### config.mk
export PLATFORM = sky130hd
export DESIGN_NAME = uart_fifo_ready
export DESIGN_NICKNAME = d
export VERILOG_FILES = /design/src/rtl/uart_fifo_ready_pkg.sv /design/src/rtl/ufr_fifo.sv /design/src/rtl/ufr_ready_gen.sv /design/src/rtl/uart_fifo_ready.sv
export SDC_FILE = /design/constraint.sdc
export NUM_CORES = 2
export LEC_CHECK = 0
export ABC_AREA = 1
export BUFFER_PORTS_ARGS = -buffer_cell sky130_fd_sc_hd__clkbuf_2
export CORE_MARGIN = 3
export CORE_UTILIZATION = 30
export DETAILED_ROUTE_END_ITERATION = 10
export GPL_ROUTABILITY_DRIVEN = 0
export PLACE_DENSITY = 0.55
export SLEW_MARGIN = 20
export SYNTH_ARGS = -nofsm -noshare
export SYNTH_HDL_FRONTEND = slang
export SYNTH_SLANG_ARGS = --single-unit
### constraint.sdc
create_clock -name clk_i -period 3.1 [get_ports clk_i]
set_input_delay 0.465 -clock clk_i [delete_from_list [all_inputs] [get_ports clk_i]]
set_output_delay 0.465 -clock clk_i [all_outputs]
set_load 0.01 [all_outputs]
### src/rtl/uart_fifo_ready_pkg.sv
package uart_fifo_ready_pkg;
  typedef enum logic [1:0] {
    MODE_SINGLE = 2'd0,
    MODE_FIFO   = 2'd1,
    MODE_BLOCK  = 2'd2
  } ufr_mode_e;

  function automatic ufr_mode_e decode_mode(input logic en, input logic blk);
    if (!en)     return MODE_SINGLE;
    else if (blk) return MODE_BLOCK;
    else          return MODE_FIFO;
  endfunction
endpackage

### src/rtl/ufr_fifo.sv
module ufr_fifo #(
  parameter int DEPTH = 128,
  parameter int DW    = 8
) (
  input  logic                         clk_i,
  input  logic                         rst_ni,
  input  logic                         flush_i,
  input  logic                         single_i,
  input  logic                         ovw_en_i,
  input  logic                         push_i,
  input  logic [DW-1:0]                push_data_i,
  input  logic                         pop_i,
  output logic [DW-1:0]                head_o,
  output logic [$clog2(DEPTH+1)-1:0]   cnt_o,
  output logic [$clog2(DEPTH+1)-1:0]   cnt_next_o,
  output logic                         drop_o
);
  localparam int AW = $clog2(DEPTH);
  localparam int CW = $clog2(DEPTH+1);

  logic [DW-1:0] mem_q [DEPTH];
  logic [AW-1:0] rd_ptr_q, wr_ptr_q;
  logic [CW-1:0] cnt_q, cnt_d;
  logic full, do_pop, do_push, do_ovw;

  function automatic logic [AW-1:0] ptr_inc(input logic [AW-1:0] p);
    return (p == AW'(DEPTH-1)) ? '0 : p + AW'(1);
  endfunction

  assign full    = single_i ? (cnt_q != '0) : (cnt_q == CW'(DEPTH));
  assign do_pop  = pop_i && (cnt_q != '0);
  assign do_push = push_i && (!full || do_pop);
  assign drop_o  = push_i && full && !do_pop;
  assign do_ovw  = drop_o && single_i && ovw_en_i;

  always_comb begin
    cnt_d = cnt_q;
    if (flush_i) cnt_d = '0;
    else begin
      if (do_push) cnt_d = cnt_d + CW'(1);
      if (do_pop)  cnt_d = cnt_d - CW'(1);
    end
  end

  always_ff @(posedge clk_i or negedge rst_ni) begin
    if (!rst_ni) begin
      rd_ptr_q <= '0;
      wr_ptr_q <= '0;
      cnt_q    <= '0;
    end else begin
      cnt_q <= cnt_d;
      if (flush_i) begin
        rd_ptr_q <= '0;
        wr_ptr_q <= '0;
      end else begin
        if (do_push) wr_ptr_q <= ptr_inc(wr_ptr_q);
        if (do_pop)  rd_ptr_q <= ptr_inc(rd_ptr_q);
      end
    end
  end

  always_ff @(posedge clk_i) begin
    if (do_push)     mem_q[wr_ptr_q] <= push_data_i;
    else if (do_ovw) mem_q[rd_ptr_q] <= push_data_i;
  end

  assign head_o     = mem_q[rd_ptr_q];
  assign cnt_o      = cnt_q;
  assign cnt_next_o = cnt_d;

  AST_NO_OVERFLOW: assert property (@(posedge clk_i) disable iff (!rst_ni)
    cnt_q <= CW'(DEPTH));
  AST_FLUSH_EMPTIES: assert property (@(posedge clk_i) disable iff (!rst_ni)
    flush_i |=> (cnt_q == '0));
  AST_POP_EMPTY_HOLD: assert property (@(posedge clk_i) disable iff (!rst_ni)
    (pop_i && cnt_q == '0 && !push_i && !flush_i) |=> (cnt_q == '0));
endmodule

### src/rtl/ufr_ready_gen.sv
module ufr_ready_gen
  import uart_fifo_ready_pkg::*;
#(
  parameter int DEPTH = 128
) (
  input  logic                        clk_i,
  input  logic                        rst_ni,
  input  ufr_mode_e                   mode_i,
  input  logic [$clog2(DEPTH+1)-1:0]  rx_cnt_next_i,
  input  logic [$clog2(DEPTH+1)-1:0]  tx_cnt_next_i,
  input  logic [$clog2(DEPTH)-1:0]    rx_trig_i,
  input  logic                        rx_tmo_i,
  output logic                        rx_rdy_no,
  output logic                        tx_rdy_no
);
  localparam int CW = $clog2(DEPTH+1);

  logic [CW-1:0] trig_eff;
  logic latch_q, latch_d, rx_n_d, tx_n_d;
  ufr_mode_e mode_q;

  assign trig_eff = (rx_trig_i == '0) ? CW'(1) : CW'(rx_trig_i);

  // receive hysteresis: set at trigger or timeout, clear only at empty
  always_comb begin
    if (rx_cnt_next_i == '0)                           latch_d = 1'b0;
    else if (rx_cnt_next_i >= trig_eff || rx_tmo_i)    latch_d = 1'b1;
    else                                               latch_d = latch_q;
  end

  always_comb begin
    if (mode_i == MODE_BLOCK) begin
      rx_n_d = !latch_d;
      tx_n_d = (tx_cnt_next_i == CW'(DEPTH));
    end else begin
      rx_n_d = (rx_cnt_next_i == '0);
      tx_n_d = (tx_cnt_next_i != '0);
    end
  end

  always_ff @(posedge clk_i or negedge rst_ni) begin
    if (!rst_ni) begin
      latch_q   <= 1'b0;
      rx_rdy_no <= 1'b1;
      tx_rdy_no <= 1'b0;
      mode_q    <= MODE_SINGLE;
    end else begin
      latch_q   <= latch_d;
      rx_rdy_no <= rx_n_d;
      tx_rdy_no <= tx_n_d;
      mode_q    <= mode_i;
    end
  end

  AST_BLOCK_HOLD: assert property (@(posedge clk_i) disable iff (!rst_ni)
    (mode_q == MODE_BLOCK && mode_i == MODE_BLOCK && !rx_rdy_no && rx_cnt_next_i != '0)
      |=> !rx_rdy_no);
endmodule

### src/rtl/uart_fifo_ready.sv
module uart_fifo_ready
  import uart_fifo_ready_pkg::*;
#(
  parameter int DEPTH = 128,
  parameter int DW    = 8
) (
  input  logic                        clk_i,
  input  logic                        rst_ni,
  input  logic                        fifo_en_i,
  input  logic                        blk_mode_i,
  input  logic                        fifo_rst_i,
  input  logic [$clog2(DEPTH)-1:0]    rx_trig_i,
  input  logic                        rx_tmo_i,
  input  logic                        host_tx_wr_i,
  input  logic [DW-1:0]               host_tx_data_i,
  input  logic                        host_rx_rd_i,
  output logic [DW-1:0]               host_rx_data_o,
  input  logic                        ser_tx_rd_i,
  output logic [DW-1:0]               ser_tx_data_o,
  output logic                        ser_tx_valid_o,
  input  logic                        ser_tx_busy_i,
  input  logic                        ser_rx_wr_i,
  input  logic [DW-1:0]               ser_rx_data_i,
  output logic                        rx_rdy_no,
  output logic                        tx_rdy_no,
  output logic                        thr_empty_o,
  output logic                        tx_idle_o,
  output logic                        rx_overrun_o,
  output logic [$clog2(DEPTH+1)-1:0]  rx_level_o,
  output logic [$clog2(DEPTH+1)-1:0]  tx_level_o
);
  localparam int CW = $clog2(DEPTH+1);

  ufr_mode_e     mode;
  logic          en_q, flush, single;
  logic [CW-1:0] rx_cnt, rx_cnt_d, tx_cnt, tx_cnt_d;
  logic [DW-1:0] rx_head, rx_data_q;
  logic          rx_drop, tx_drop, ovr_q;

  assign mode   = decode_mode(fifo_en_i, blk_mode_i);
  assign single = (mode == MODE_SINGLE);
  assign flush  = fifo_rst_i || (en_q && !fifo_en_i);

  ufr_fifo #(.DEPTH(DEPTH), .DW(DW)) u_rx_fifo (
    .clk_i, .rst_ni,
    .flush_i     (flush),
    .single_i    (single),
    .ovw_en_i    (1'b1),
    .push_i      (ser_rx_wr_i),
    .push_data_i (ser_rx_data_i),
    .pop_i       (host_rx_rd_i),
    .head_o      (rx_head),
    .cnt_o       (rx_cnt),
    .cnt_next_o  (rx_cnt_d),
    .drop_o      (rx_drop)
  );

  ufr_fifo #(.DEPTH(DEPTH), .DW(DW)) u_tx_fifo (
    .clk_i, .rst_ni,
    .flush_i     (flush),
    .single_i    (single),
    .ovw_en_i    (1'b0),
    .push_i      (host_tx_wr_i),
    .push_data_i (host_tx_data_i),
    .pop_i       (ser_tx_rd_i),
    .head_o      (ser_tx_data_o),
    .cnt_o       (tx_cnt),
    .cnt_next_o  (tx_cnt_d),
    .drop_o      (tx_drop)
  );

  ufr_ready_gen #(.DEPTH(DEPTH)) u_ready (
    .clk_i, .rst_ni,
    .mode_i        (mode),
    .rx_cnt_next_i (rx_cnt_d),
    .tx_cnt_next_i (tx_cnt_d),
    .rx_trig_i     (rx_trig_i),
    .rx_tmo_i      (rx_tmo_i),
    .rx_rdy_no     (rx_rdy_no),
    .tx_rdy_no     (tx_rdy_no)
  );

  always_ff @(posedge clk_i or negedge rst_ni) begin
    if (!rst_ni) begin
      en_q      <= 1'b0;
      rx_data_q <= '0;
      ovr_q     <= 1'b0;
    end else begin
      en_q <= fifo_en_i;
      if (host_rx_rd_i && rx_cnt != '0) rx_data_q <= rx_head;
      if (flush)             ovr_q <= 1'b0;
      else if (rx_drop)      ovr_q <= 1'b1;
      else if (host_rx_rd_i) ovr_q <= 1'b0;
    end
  end

  assign host_rx_data_o = rx_data_q;
  assign ser_tx_valid_o = (tx_cnt != '0);
  assign thr_empty_o    = (tx_cnt == '0);
  assign tx_idle_o      = thr_empty_o && !ser_tx_busy_i;
  assign rx_overrun_o   = ovr_q;
  assign rx_level_o     = rx_cnt;
  assign tx_level_o     = tx_cnt;

  AST_RX_EMPTY_PIN: assert property (@(posedge clk_i) disable iff (!rst_ni)
    (rx_cnt == '0) |-> rx_rdy_no);
  AST_TX_RST_LOW: assert property (@(posedge clk_i) disable iff (!rst_ni)
    flush |=> !tx_rdy_no);
  AST_TX_DROP_FULL: assert property (@(posedge clk_i) disable iff (!rst_ni)
    (tx_drop && !flush) |=> $stable(tx_cnt));
endmodule

==> flow_metrics.tcl <==
set metrics [dict create \
    grt_pass1_vias 55600 \
    core-area_um2 278000 \
    rsz0062_at_grt "true" \
    drive_above_1_share_pct 17.8 \
    yosysWarnings 0 \
    die_area_um2 287000 \
    endpoint_kind "output pin" \
    cts.reportedPaths.clkPinSlew_ps 70 \
    met1_usage_pct 22.4 \
    holdWs_ps 102 \
    hold_path_class "in2reg" \
    route.vias.total 56800 \
    instances_no_fill 11100 \
    cp_top_family "buffers and inverters" \
    hpwl_um 144000 \
    status "complete, but fails checks" \
    synth_area_leader_cell "edfxtp_1" \
    syn_avg_cell_area_um2 12.7 \
    reg2reg_from "u_rx_fifo.cnt_o[1]" \
    viasPerCell 5.13 \
    slew_viol_final 0 \
    timing.final.ws_setup_ps -795 \
    wl_per_cell_um 22.4 \
    n_fill_cell 26400 \
    grt_util_met3_pct 2.62 \
    min_period_over_period_pct 126 \
    grt_use_met2_pct 27.3 \
    grt_usage_pct 16.5 \
    cts_tree "yes" \
    die_w_um 536 \
    cp_slowest_cell "dfrtp_4" \
    crit_path_start "u_tx_fifo.rd_ptr_q[1]" \
    rows 193 \
    ys.flop_type "edfxtp_1" \
    max_freq_mhz 257 \
    cp.required_ps 2630 \
    worstSetupPathType "reg2out" \
    async_flop_share_pct 2.71 \
    yosys.area.top_type_share_pct 73.0 \
    placedCellCount 10600 \
    synth_nets 6701 \
    violations "setup timing" \
    power_density_nw_per_um2 696 \
    hold_viol 0 \
    worst_slew_pin_slew_ps 1090 \
    critPathArrivalTime_ps 3430 \
    synthCells 6651 \
    layout_common_cells "edfxtp_1 (2048), nor2_1 (1370), o21ai_0 (1129), buf_4 (515), o22ai_1 (456)" \
    initial_core_util_pct 30.3 \
    cts_inserted_buffers 218 \
    max_stage_delay_ps 580 \
    slew_headroom_pct 27.0 \
    cp-start-kind "flip-flop" \
    drt-total-wl_um 247000 \
    dp_slack_ps -265 \
    p_leak_nw 34.2 \
    ff2ff_setup_slack_ps 10 \
    setup_viol 8 \
    mostFrequentLayoutCell "edfxtp_1" \
    hold_start "host_tx_data_i[3]" \
    drtAntennaViolNets 0 \
    cp_max_fo 10 \
    ir_worst_vdd_uv 467 \
    path_buf_inv 4 \
    port_buffers 71 \
    tns_ps -6150 \
    worstSkewPairLatency_ps 910 \
    pin_count 72 \
    nNetsFinal 7237 \
    route.detailed.drc 0 \
    ys_seq_elements 2105 \
    antenna_found_initial 1 \
    grt_pass1_wl_um 365000 \
    clockRootBuffer "clkbuf_16" \
    synthToLayoutAreaGrowth_pct 22.4 \
    synth-edff-count 2048 \
    synth_cell_types 41 \
    grt_max_degree 129 \
    worst_clock_skew_ps 83.9 \
    seq_area_frac_synth_pct 74.7 \
    final_util_pct 37.1 \
    cts_sinks 2105 \
    top_usage_layer "met2" \
    synth_area_leaders "edfxtp_1 (73%), o21ai_0 (7.0%), nor2_1 (6.4%)" \
    overflow 0 \
    crit_chain "buf_12 -> bufbuf_16 -> o21ai_0 -> o22ai_1 -> o211ai_1 -> nand3_2 -> nand3_2 -> nand2_1 -> a31oi_1 -> a31oi_1 -> buf_4 -> clkbuf_8" \
    h-tree-depth 4 \
    die_h_um 536 \
    period_needed_ps 3900 \
    drt_iter0_drc 5834 \
    maxCapViolations 0 \
    cts_max_path_buffers 4 \
    synth.cell_area_um2 84200 \
    firstDrtPassIters 6 \
]
-- repair_timing --
action	in CTS	in global routing
gates resized for setup	156	237
pin swaps	63	85
setup buffers	15	26
setup endpoints to repair	600	956
hold buffers	9	0
cloned	20	8
endpoints found under the hold margin	70	0
-- per-layer routing --
| layer | share of wire [%] | vias to the layer above |
|---|---|---|
| met5 | 0 | - |
| li1 | - | 25800 |
| met3 | 6.6 | 350 |
| met2 | 48 | 2113 |
| met4 | 2.6 | 0 |
| met1 | 42 | 28500 |
-- final cells by class --
| class | instances | area (um^2) | area share [%] |
|---|---|---|---|
| sequential | 2105 | 63000 | 61.1 |
| multi-input combinational | 3979 | 20100 | 19.5 |
| timing repair buffer | 772 | 7950 | 7.71 |
| clock buffer | 267 | 5730 | 5.56 |
| tap | 3705 | 4640 | 4.50 |
| clock inverter | 118 | 1160 | 1.13 |
| inverter | 108 | 463 | 0.449 |
| timing repair inverter | 3 | 43.8 | 0.0425 |
| antenna | 1 | 2.50 | 0.00243 |
-- cells by family (layout without fill, tap and decap cells) --
| family | Yosys count | after routing | share of synthesized area [%] |
|---|---|---|---|
| buffers and inverters | 568 | 1268 | 2.58 |
| other | 0 | 1 | 0 |
| adder cells (fa/ha/maj) | 16 | 16 | 0.238 |
| AO/OA/AOI/OAI | 1881 | 1881 | 12.5 |
| flip-flops | 2105 | 2105 | 74.7 |
| XOR/XNOR | 16 | 16 | 0.166 |
| AND/OR/NAND/NOR | 2065 | 2066 | 9.79 |
-- where the power goes --
part	switching [W]	total [W]	internal, W
sequential	0.000198	0.0317	0.0315
combinational	0.00924	0.0143	0.00503
clock	0.0110	0.0258	0.0148
-- sequential cells by signal, indices dropped and copies added (netlist names), 7 cells and up --
name	count
u_tx_fifo.wr_ptr_q	7
u_rx_fifo.rd_ptr_q	7
u_tx_fifo.mem_q	1024
u_rx_fifo.mem_q	1024
u_tx_fifo.cnt_o	8
u_rx_fifo.wr_ptr_q	7
u_tx_fifo.rd_ptr_q	7
u_rx_fifo.cnt_o	8
host_rx_data_o	8
-- final timing paths --
| path | end | depth (start not counted) |
|---|---|---|
| min in group asynchronous | host_rx_data_o[3] | 2 |
| worst max register to register | u_rx_fifo.mem_q[110][1] | 16 |
| max in group asynchronous | u_tx_fifo.rd_ptr_q[0] | 2 |
| worst min-delay path | u_tx_fifo.mem_q[59][3] | 1 |
| worst min register to register | host_rx_data_o[5] | 2 |
| worst max-delay path | ser_tx_data_o[5] | 12 |
-- worst reg2reg max path: cells and delay by family, from the launching register on --
kind                       cells  cell delay [ps]
and+or+nand+nor                8             1090
buffers and inverters          6              960
AOI/OAI and AO/OA              1              270
DFF                            1              390
adders and majority gates      1              140
-- Yosys cell counts (7+ instances only) --
library cell,count
clkinv_1,7
nand3_1,126
o21ai_0,1175
o22ai_1,465
nor2_1,1438
a21oi_1,62
buf_1,19
nand4_1,77
clkbuf_1,418
edfxtp_1,2048
inv_1,90
o21ai_2,7
o211ai_1,48
inv_2,11
dfrtp_1,56
ha_1,16
buf_2,21
nand2_1,370
xor2_1,14
a31oi_1,16
nor3_1,23
o221ai_1,99
-- per-stage QoR --
stage               instance area (um^2)  total power, W
floorplan                          84200          0.0393
global placement                   93600          0.0453
detailed placement                 93600          0.0453
CTS                               102000          0.0718
global route                      103000          0.0748
finish                            103000          0.0718
No activity file was read; power rests on OpenSTA's default activity.
